File: config.mk
export PLATFORM = sky130hd
export DESIGN_NAME = dm_victim_cache
export DESIGN_NICKNAME = d
export VERILOG_FILES = /design/src/rtl/dm_victim_cache.sv
export SDC_FILE = /design/constraint.sdc
export NUM_CORES = 1
export LEC_CHECK = 0
export CORE_MARGIN = 4
export CORE_UTILIZATION = 25
export CTS_BUF_LIST = sky130_fd_sc_hd__clkbuf_8
export CTS_CLUSTER_DIAMETER = 100
export DETAILED_ROUTE_END_ITERATION = 7
export PLACE_DENSITY_LB_ADDON = 0.05
export SYNTH_ARGS = -nofsm -noshare
export SYNTH_HDL_FRONTEND = slang
export SYNTH_SLANG_ARGS = --single-unit
File: constraint.sdc
create_clock -name clk -period 16.7 [get_ports clk]
set_input_delay 1.67 -clock clk [delete_from_list [all_inputs] [get_ports clk]]
set_output_delay 1.67 -clock clk [all_outputs]
set_load 0.01 [all_outputs]
File: src/rtl/dm_victim_cache.sv
module dm_victim_cache #(
  parameter int ADDR_W     = 16,
  parameter int LINE_BYTES = 8,
  parameter int SETS       = 8,
  parameter int VICT_N     = 4
) (
  input  logic                                    clk,
  input  logic                                    rst_n,
  input  logic                                    req_valid,
  input  logic [ADDR_W-1:0]                       req_addr,
  output logic                                    req_ready,
  output logic                                    resp_valid,
  output logic [1:0]                              resp_kind,
  output logic [LINE_BYTES*8-1:0]                 resp_data,
  output logic                                    mem_req_valid,
  output logic [ADDR_W-$clog2(LINE_BYTES)-1:0]    mem_req_addr,
  input  logic                                    mem_resp_valid,
  input  logic [LINE_BYTES*8-1:0]                 mem_resp_data
);
  localparam int OFF_W  = $clog2(LINE_BYTES);
  localparam int IDX_W  = $clog2(SETS);
  localparam int LA_W   = ADDR_W - OFF_W;
  localparam int TAG_W  = LA_W - IDX_W;
  localparam int LINE_W = LINE_BYTES * 8;
  localparam int VW     = (VICT_N > 1) ? $clog2(VICT_N) : 1;
  localparam logic [1:0] K_HIT = 2'b01, K_VHIT = 2'b10, K_MISS = 2'b11;

  logic [SETS-1:0]   m_valid;
  logic [TAG_W-1:0]  m_tag  [SETS];
  logic [LINE_W-1:0] m_data [SETS];

  logic [VICT_N-1:0] v_valid;
  logic [LA_W-1:0]   v_la   [VICT_N];
  logic [LINE_W-1:0] v_data [VICT_N];
  logic [VW-1:0]     v_wp;

  logic              pending;
  logic [LA_W-1:0]   p_la;

  wire [LA_W-1:0]  q_la   = req_addr[ADDR_W-1:OFF_W];
  wire [IDX_W-1:0] q_idx  = q_la[IDX_W-1:0];
  wire [TAG_W-1:0] q_tag  = q_la[LA_W-1:IDX_W];
  wire [IDX_W-1:0] f_idx  = p_la[IDX_W-1:0];
  wire             accept = req_valid && !pending;
  wire             m_hit  = m_valid[q_idx] && (m_tag[q_idx] == q_tag);
  wire             fill   = pending && mem_resp_valid;

  logic unused_off;
  assign unused_off = ^req_addr[OFF_W-1:0];

  assign req_ready    = !pending;
  assign mem_req_addr = p_la;

  logic          v_hit;
  logic [VW-1:0] v_sel;
  always_comb begin
    v_hit = 1'b0;
    v_sel = '0;
    for (int i = 0; i < VICT_N; i++)
      if (v_valid[i] && v_la[i] == q_la) begin
        v_hit = 1'b1;
        v_sel = VW'(i);
      end
  end

  always_ff @(posedge clk) begin
    if (!rst_n) begin
      m_valid       <= '0;
      v_valid       <= '0;
      v_wp          <= '0;
      pending       <= 1'b0;
      p_la          <= '0;
      mem_req_valid <= 1'b0;
      resp_valid    <= 1'b0;
      resp_kind     <= 2'b00;
    end else begin
      resp_valid    <= 1'b0;
      mem_req_valid <= 1'b0;
      if (accept) begin
        if (m_hit) begin
          resp_valid <= 1'b1;
          resp_kind  <= K_HIT;
        end else if (v_hit) begin
          resp_valid       <= 1'b1;
          resp_kind        <= K_VHIT;
          m_valid[q_idx]   <= 1'b1;
          v_valid[v_sel]   <= m_valid[q_idx];
        end else begin
          pending       <= 1'b1;
          p_la          <= q_la;
          mem_req_valid <= 1'b1;
        end
      end else if (fill) begin
        pending        <= 1'b0;
        resp_valid     <= 1'b1;
        resp_kind      <= K_MISS;
        m_valid[f_idx] <= 1'b1;
        if (m_valid[f_idx]) begin
          v_valid[v_wp] <= 1'b1;
          v_wp <= (v_wp == VW'(VICT_N - 1)) ? '0 : v_wp + 1'b1;
        end
      end
    end
  end

  always_ff @(posedge clk) begin
    if (accept && m_hit) begin
      resp_data <= m_data[q_idx];
    end else if (accept && v_hit) begin
      resp_data      <= v_data[v_sel];
      m_tag[q_idx]   <= q_tag;
      m_data[q_idx]  <= v_data[v_sel];
      v_la[v_sel]    <= {m_tag[q_idx], q_idx};
      v_data[v_sel]  <= m_data[q_idx];
    end else if (fill) begin
      resp_data      <= mem_resp_data;
      m_tag[f_idx]   <= p_la[LA_W-1:IDX_W];
      m_data[f_idx]  <= mem_resp_data;
      if (m_valid[f_idx]) begin
        v_la[v_wp]   <= {m_tag[f_idx], f_idx};
        v_data[v_wp] <= m_data[f_idx];
      end
    end
  end
endmodule


After elaboration in Yosys (flattened, before gate mapping):

Memory sizes are Yosys's and may differ from the RTL's. A register that Yosys moved wholly into a read port is not among the register bits.
Cells that the tools add are included.
Widths: inputs -> output; s select.

* output and inout port bits: 82
* RAM bits: 900
* input bits: 84
* flip-flop bits (word level): 96
* bits in read-only memories: 0
* memories: 4
* bits in latches: 0
* word-level logic and storage cells: 140

* bitwise gates (word level): 7
* add/sub/neg operators: 1
* reductions and logical operators: 28
* equality and inequality tests: 10
* div/mod/pow operators: 0
* multipliers: 0
* $lt $le $gt $ge: 8
* multiplexer cells: 73
* shift-type cells: 0

Memories
* m_data: depth 8, width 64, read ports 2, clocked after memory_dff 1, write ports 1, RTL line 30 `logic [LINE_W-1:0] m_data [SETS];`
* v_data: depth 4, width 64, read ports 1, clocked after memory_dff 0, write ports 1, RTL line 34 `logic [LINE_W-1:0] v_data [VICT_N];`
* m_tag: depth 8, width 10, read ports 2, clocked after memory_dff 1, write ports 1, RTL line 29 `logic [TAG_W-1:0] m_tag [SETS];`
* v_la: depth 4, width 13, read ports 4, clocked after memory_dff 0, write ports 1, RTL line 33 `logic [LA_W-1:0] v_la [VICT_N];`

Operator list (count)
* $mux 64: 5
* $reduce_or 64->1: 2
* $eq 13x13->1: 4
* $mux 1: 35
* $mux 8: 4
* $mux 4: 5
* $mux 2: 9
* $mux 3: 6
* $or 8x8->8: 2
* $logic_and 1x1->1: 13
* $mux 13: 1
* $reduce_or 13->1: 1
* $reduce_and 3->1: 4
* $eq 10x10->1: 1
* $mux 10: 1
* $reduce_or 10->1: 1
* $lt 3x4->1 const B: 2
* $bmux 1 s3: 2
* $demux 1 s3: 2
* $ge 3x1->1 const B: 2
* $lt 2x3->1 const B: 2
* $bwmux 4: 1
* $demux 1 s2: 2
* $ge 2x1->1 const B: 2
* 13 further kinds: 18

Depth between registers and ports, before layout:

An unclocked memory read counts as a cell.

* word-level depth: 14
* gate-level depth with buffers: 12
* depth with buffers taken out: 7

Least setup slack after synthesis:

OpenSTA, ideal clock, no wires.

* kind: input port to flip-flop
* start: in req_addr[5]
* end: mem v_data[0][0] (netlist bit) (enable)
* path buffers: 3
* arrival: 8796 ps
* library setup time: 630 ps
* stages on the path: 10
* path slack: 7275 ps
* required time: 16070 ps
* path through: buf_2 -> buf_6 -> mux2i_1 -> mux4_2 -> o21ai_1 -> xnor2_1 -> nand4_4 -> buf_4 -> o211ai_1 -> a21boi_0

* word-level cells in the longest chain between the ends: 12
* elaborated cells between the ends (all ways): 31
* those cells by class: 5 x eq/ne; 17 x mux; 8 x reduce/logical; 1 x memory

Ends and longest elaborated chain
* from (decl): RTL line 10 `input logic [ADDR_W-1:0] req_addr,`
* $eq 13x13->1: RTL line 60 `if (v_valid[i] && v_la[i] == q_la) begin`
* $logic_and 1x1->1: RTL line 60
* $mux 1 (4 in a row): RTL line 60
* $logic_and 1x1->1: RTL line 109 `end else if (accept && v_hit) begin`
* $mux 1: RTL line 109
* $mux 1: RTL line 107 `if (accept && m_hit) begin`
* $mux 1 (not written as such): RTL line 121 `v_data[v_wp] <= m_data[f_idx];`
* $reduce_or 64->1 (no line)
* $mux 2 (no line) / $mux 1 (equally long branches)
* to (decl): RTL line 34

Parallel ways exist; a longest one is shown, timed or not. The select of a mux whose other input is x is not followed.

Worst setup path in the final report:

* start: in req_addr[4]
* end: mem m_data[6][32] (netlist bit) (enable)

* word-level cells in the longest chain between the ends: 12
* elaborated cells between the ends (all ways): 28
* those cells by class: 5 x eq/ne; 14 x mux; 8 x reduce/logical; 1 x memory

Ends and longest elaborated chain
* $eq 13x13->1: RTL line 60
* $logic_and 1x1->1: RTL line 60
* $mux 1 (4 in a row): RTL line 60
* $logic_and 1x1->1: RTL line 109
* $mux 1: RTL line 109
* $mux 1: RTL line 107
* $mux 1 (not written as such): RTL line 118 `m_data[f_idx] <= mem_resp_data;`
* $reduce_or 64->1 (no line)
* $mux 3 (no line) / $mux 1 (equally long branches)
* to (decl): RTL line 30

Parallel ways exist; a longest one is shown, timed or not. The select of a mux whose other input is x is not followed.

==> run_results.csv <==
group,metric,value,unit
placed_design,post_dp_cell_area,48600,sq um
grt,gr-usage-all-layers,18.5,%
critical_path,path_max_fanout,43,
critical_path,path_depth,12,
yosys,ys_ff_latch,999,
grt,grt_overflow,0,
yosys,syn_avg_cell_area,15.2,sq um
clock_tree,clk_latency,0.94,ns
timing,tightestPinTransition,1.32,ns
floorplan,die_area,184000,sq um
routing,dr.first_iter.drc_count,2378,
routing,drt-total-wl,175000,um
yosys,async_flop_share,0,%
routing,vias_per_cell,5.19,
timing,timing.setup.tns,0,ns
yosys,synth_area,44300,sq um
critical_path,worstPathRequired,17.21,ns
yosys,synth_top_family_by_area,"multiplexers",
critical_path,rr_startpoint,"m_tag[6][8]$_DFFE_PP_",
clock_tree,cts_setup_buffers,0,
routing,detail_route.wl_per_cell,31.2,um
timing,post-route-period-util,43.8,%
routing,drc_errors,0,
floorplan,rows,154,
grt,grt_first_pass_wirelength,242000,um
yosys,ys_warn_count,0,
routing,vias,29010,
run,drv_cap,0,
yosys,syn_inst,2915,
critical_path,crit_top_cell,"buf_4",
yosys,ys_types,72,
hold_path,hp-start,"mem_req_addr[11]$_SDFFE_PN0N_",
clock_tree,cts_hold_buf,0,
yosys,synth_compound_area_share,10.3,%
yosys,synth-xor-area-share,1.11,%
timing,final.setup_skew,0.0656,ns
critical_path,crit_chain,"buf_2 -> buf_4 -> or2_0 -> o22ai_1 -> a22oi_1 -> a22oi_2 -> nand4_4 -> buf_4 -> o21ai_2 -> a21oi_4 -> buf_4 -> buf_4",
timing,finalCriticalPeriod,7.31,ns
outcome,outcome,"completed",
critical_path,path_class,"input pin to register",
floorplan,die_h,429,um
critical_path,crit_arrival,7.82,ns
yosys,syn-num-nets,3003,
clock_tree,clk_pin_slew_worst_paths,0.05,ns
yosys,synthMuxAreaShare,11.7,%
grt,grt_start_max_net_pins,109,
cells_and_area,layout_common_cells,"964 x edfxtp_1, 257 x a22oi_1, 186 x clkbuf_8",
pwr,leakage,0.0158,uW
critical_path,slowest_stage,"buf_4",
yosys,ys_seq_area_share,66.9,%
critical_path,startpoint,"req_addr[4]",
cells_and_area,nNetsFinal,3183,
clock_tree,clockBufferDepth,3,
placed_design,io_buffers,162,
placed_design,gp_congestion,0.753,
cells_and_area,fin_area,52200,sq um
timing,fmax,137,MHz
clock_tree,cts_max_level,4,
routing,first_pass_iters,5,
clock_tree,clock_sink_count,999,
pwr,ir_drop,0.0807,mV
floorplan,die_w,429,um
floorplan,initial_core_util,25.2,%
yosys,synth-edff-count,964,
critical_path,cp_slowest_stage_delay,0.83,ns
cells_and_area,drive_above_1_share,18.0,%
cells_and_area,final_common_cell,"edfxtp_1",
floorplan,io_pins,166,
yosys,yosys.area_share.simple,7.25,%
timing,whs,0.474,ns
cells_and_area,finish.utilization,29.6,%
timing,finalHoldViolCount,0,
routing,ant_nets,0,
timing,setup_violations,0,
critical_path,r2r_slack,11.14,ns
timing,max_slew_margin,10.9,%
critical_path,reg2reg_to,"m_data[6][32]$_DFFE_PP_",
critical_path,r2r.worst_path.cells,10,
clock_tree,cts-root-buf,"clkbuf_8",
yosys,synthFlopType,"edfxtp_1",
floorplan,coreArea,176000,sq um
clock_tree,cts_tree,"done",
clock_tree,cts_buffers,186,
placed_design,dp_hpwl,92900,um
critical_path,critPathBufInv,5,
critical_path,crit_path_end,"m_data[6][32]$_DFFE_PP_",
hold_path,min_path_type,"register to register",
critical_path,crit_path_start_kind,"input pin",
critical_path,cp_top_family,"buffers and inverters",
yosys,yosys.area_share.adder,0.113,%
pwr,power_density,106,nW/um^2
cells_and_area,syn_to_final_growth,17.8,%
critical_path,cp-end-kind,"register",
grt,grt_pass1_vias,30847,
timing,rsz0062_at_grt,"false",
grt,antenna_found_initial,3,
timing,slew_violations,0,
clock_tree,cts_resized,0,
power by group:
part	internal [uW]	switching (uW)	leakage, uW
sequential	2780	20.3	0.00898
combinational	148	253	0.00481
clock	1210	1120	0.00205
total	4130	1390	0.0158
metrics by stage:
stage          std cells  worst slack, ns  power [uW]
4_1_cts             5587             9.46        5620
6_report            5590             9.39        5520
5_1_grt             5589             9.27        5750
2_1_floorplan       2915             7.27        3080
3_3_place_gp        5247             8.45        3260
3_5_place_dp        5247             8.49        3260
cell usage after synthesis (21+ instances only):
library cell,number,share of area [%]
and3_1,65,0.92
nand4_1,128,1.8
edfxtp_1,964,65
a221oi_1,25,0.49
o211ai_1,133,2.3
a22oi_1,257,4.4
a21oi_1,139,1.6
dfxtp_1,35,1.6
nand2_1,152,1.3
nor2_1,144,1.2
clkbuf_1,139,1.2
mux2i_1,87,2.0
xnor2_1,56,1.1
nand3_1,86,0.97
buf_2,65,0.73
mux2_2,61,1.6
a22o_1,21,0.42
mux4_2,155,7.9
state kept, by name, indices dropped and copies added (netlist names), named ones only:
name / flops
pending: 1
v_data: 256
mem_req_addr: 13
m_valid: 8
v_la: 52
v_valid: 4
m_tag: 80
resp_data: 64
m_data: 512
resp_kind: 2
mem_req_valid: 1
v_wp: 2
resp_valid: 1
worst min path at each step:
stage,endpoint,depth (start not counted)
2_1_floorplan,v_valid[2]$_SDFFE_PN0P_,2
3_3_place_gp,mem_req_addr[11]$_SDFFE_PN0N_,2
3_5_place_dp,mem_req_addr[6]$_SDFFE_PN0N_,2
4_1_cts,mem_req_addr[6]$_SDFFE_PN0N_,2
5_1_grt,mem_req_addr[5]$_SDFFE_PN0N_,2
6_report,mem_req_addr[11]$_SDFFE_PN0N_,2
layer usage:
metal  up-vias  part of all wire, %  GRT usage (%)
met1     15474                   42           23.4
met5         -                    0              0
met2       959                   51           32.5
li1      12279                    -              -
met4         0                  2.6           5.64
met3       298                  4.2           2.76
cell type report:
class	instances	area, sq um
Fill cell	17560	124000
Sequential cell	999	29700
Multi-Input combinational cell	1653	13800
Tap cell	2340	2930
Clock buffer	186	2560
Timing Repair Buffer	237	2220
Clock inverter	154	1010
Inverter	18	67.6
Antenna cell	3	7.51
logic make-up (layout without fill, tap and decap cells):
| logic type | count (synthesis) | in the layout |
|---|---|---|
| AO/OA/AOI/OAI | 646 | 646 |
| other | 0 | 3 |
| XOR/XNOR | 56 | 56 |
| multiplexers | 313 | 313 |
| adder cells (fa/ha/maj) | 4 | 4 |
| AND/OR/NAND/NOR | 634 | 634 |
| flip-flops | 999 | 999 |
| buffers and inverters | 263 | 595 |
worst min-delay path, stage by stage, from the launching register on:
cell     delay [ns]
dfxtp_1        0.32
nand2_1        0.05
mux2i_1        0.05
(Power assumes the default switching activity.)
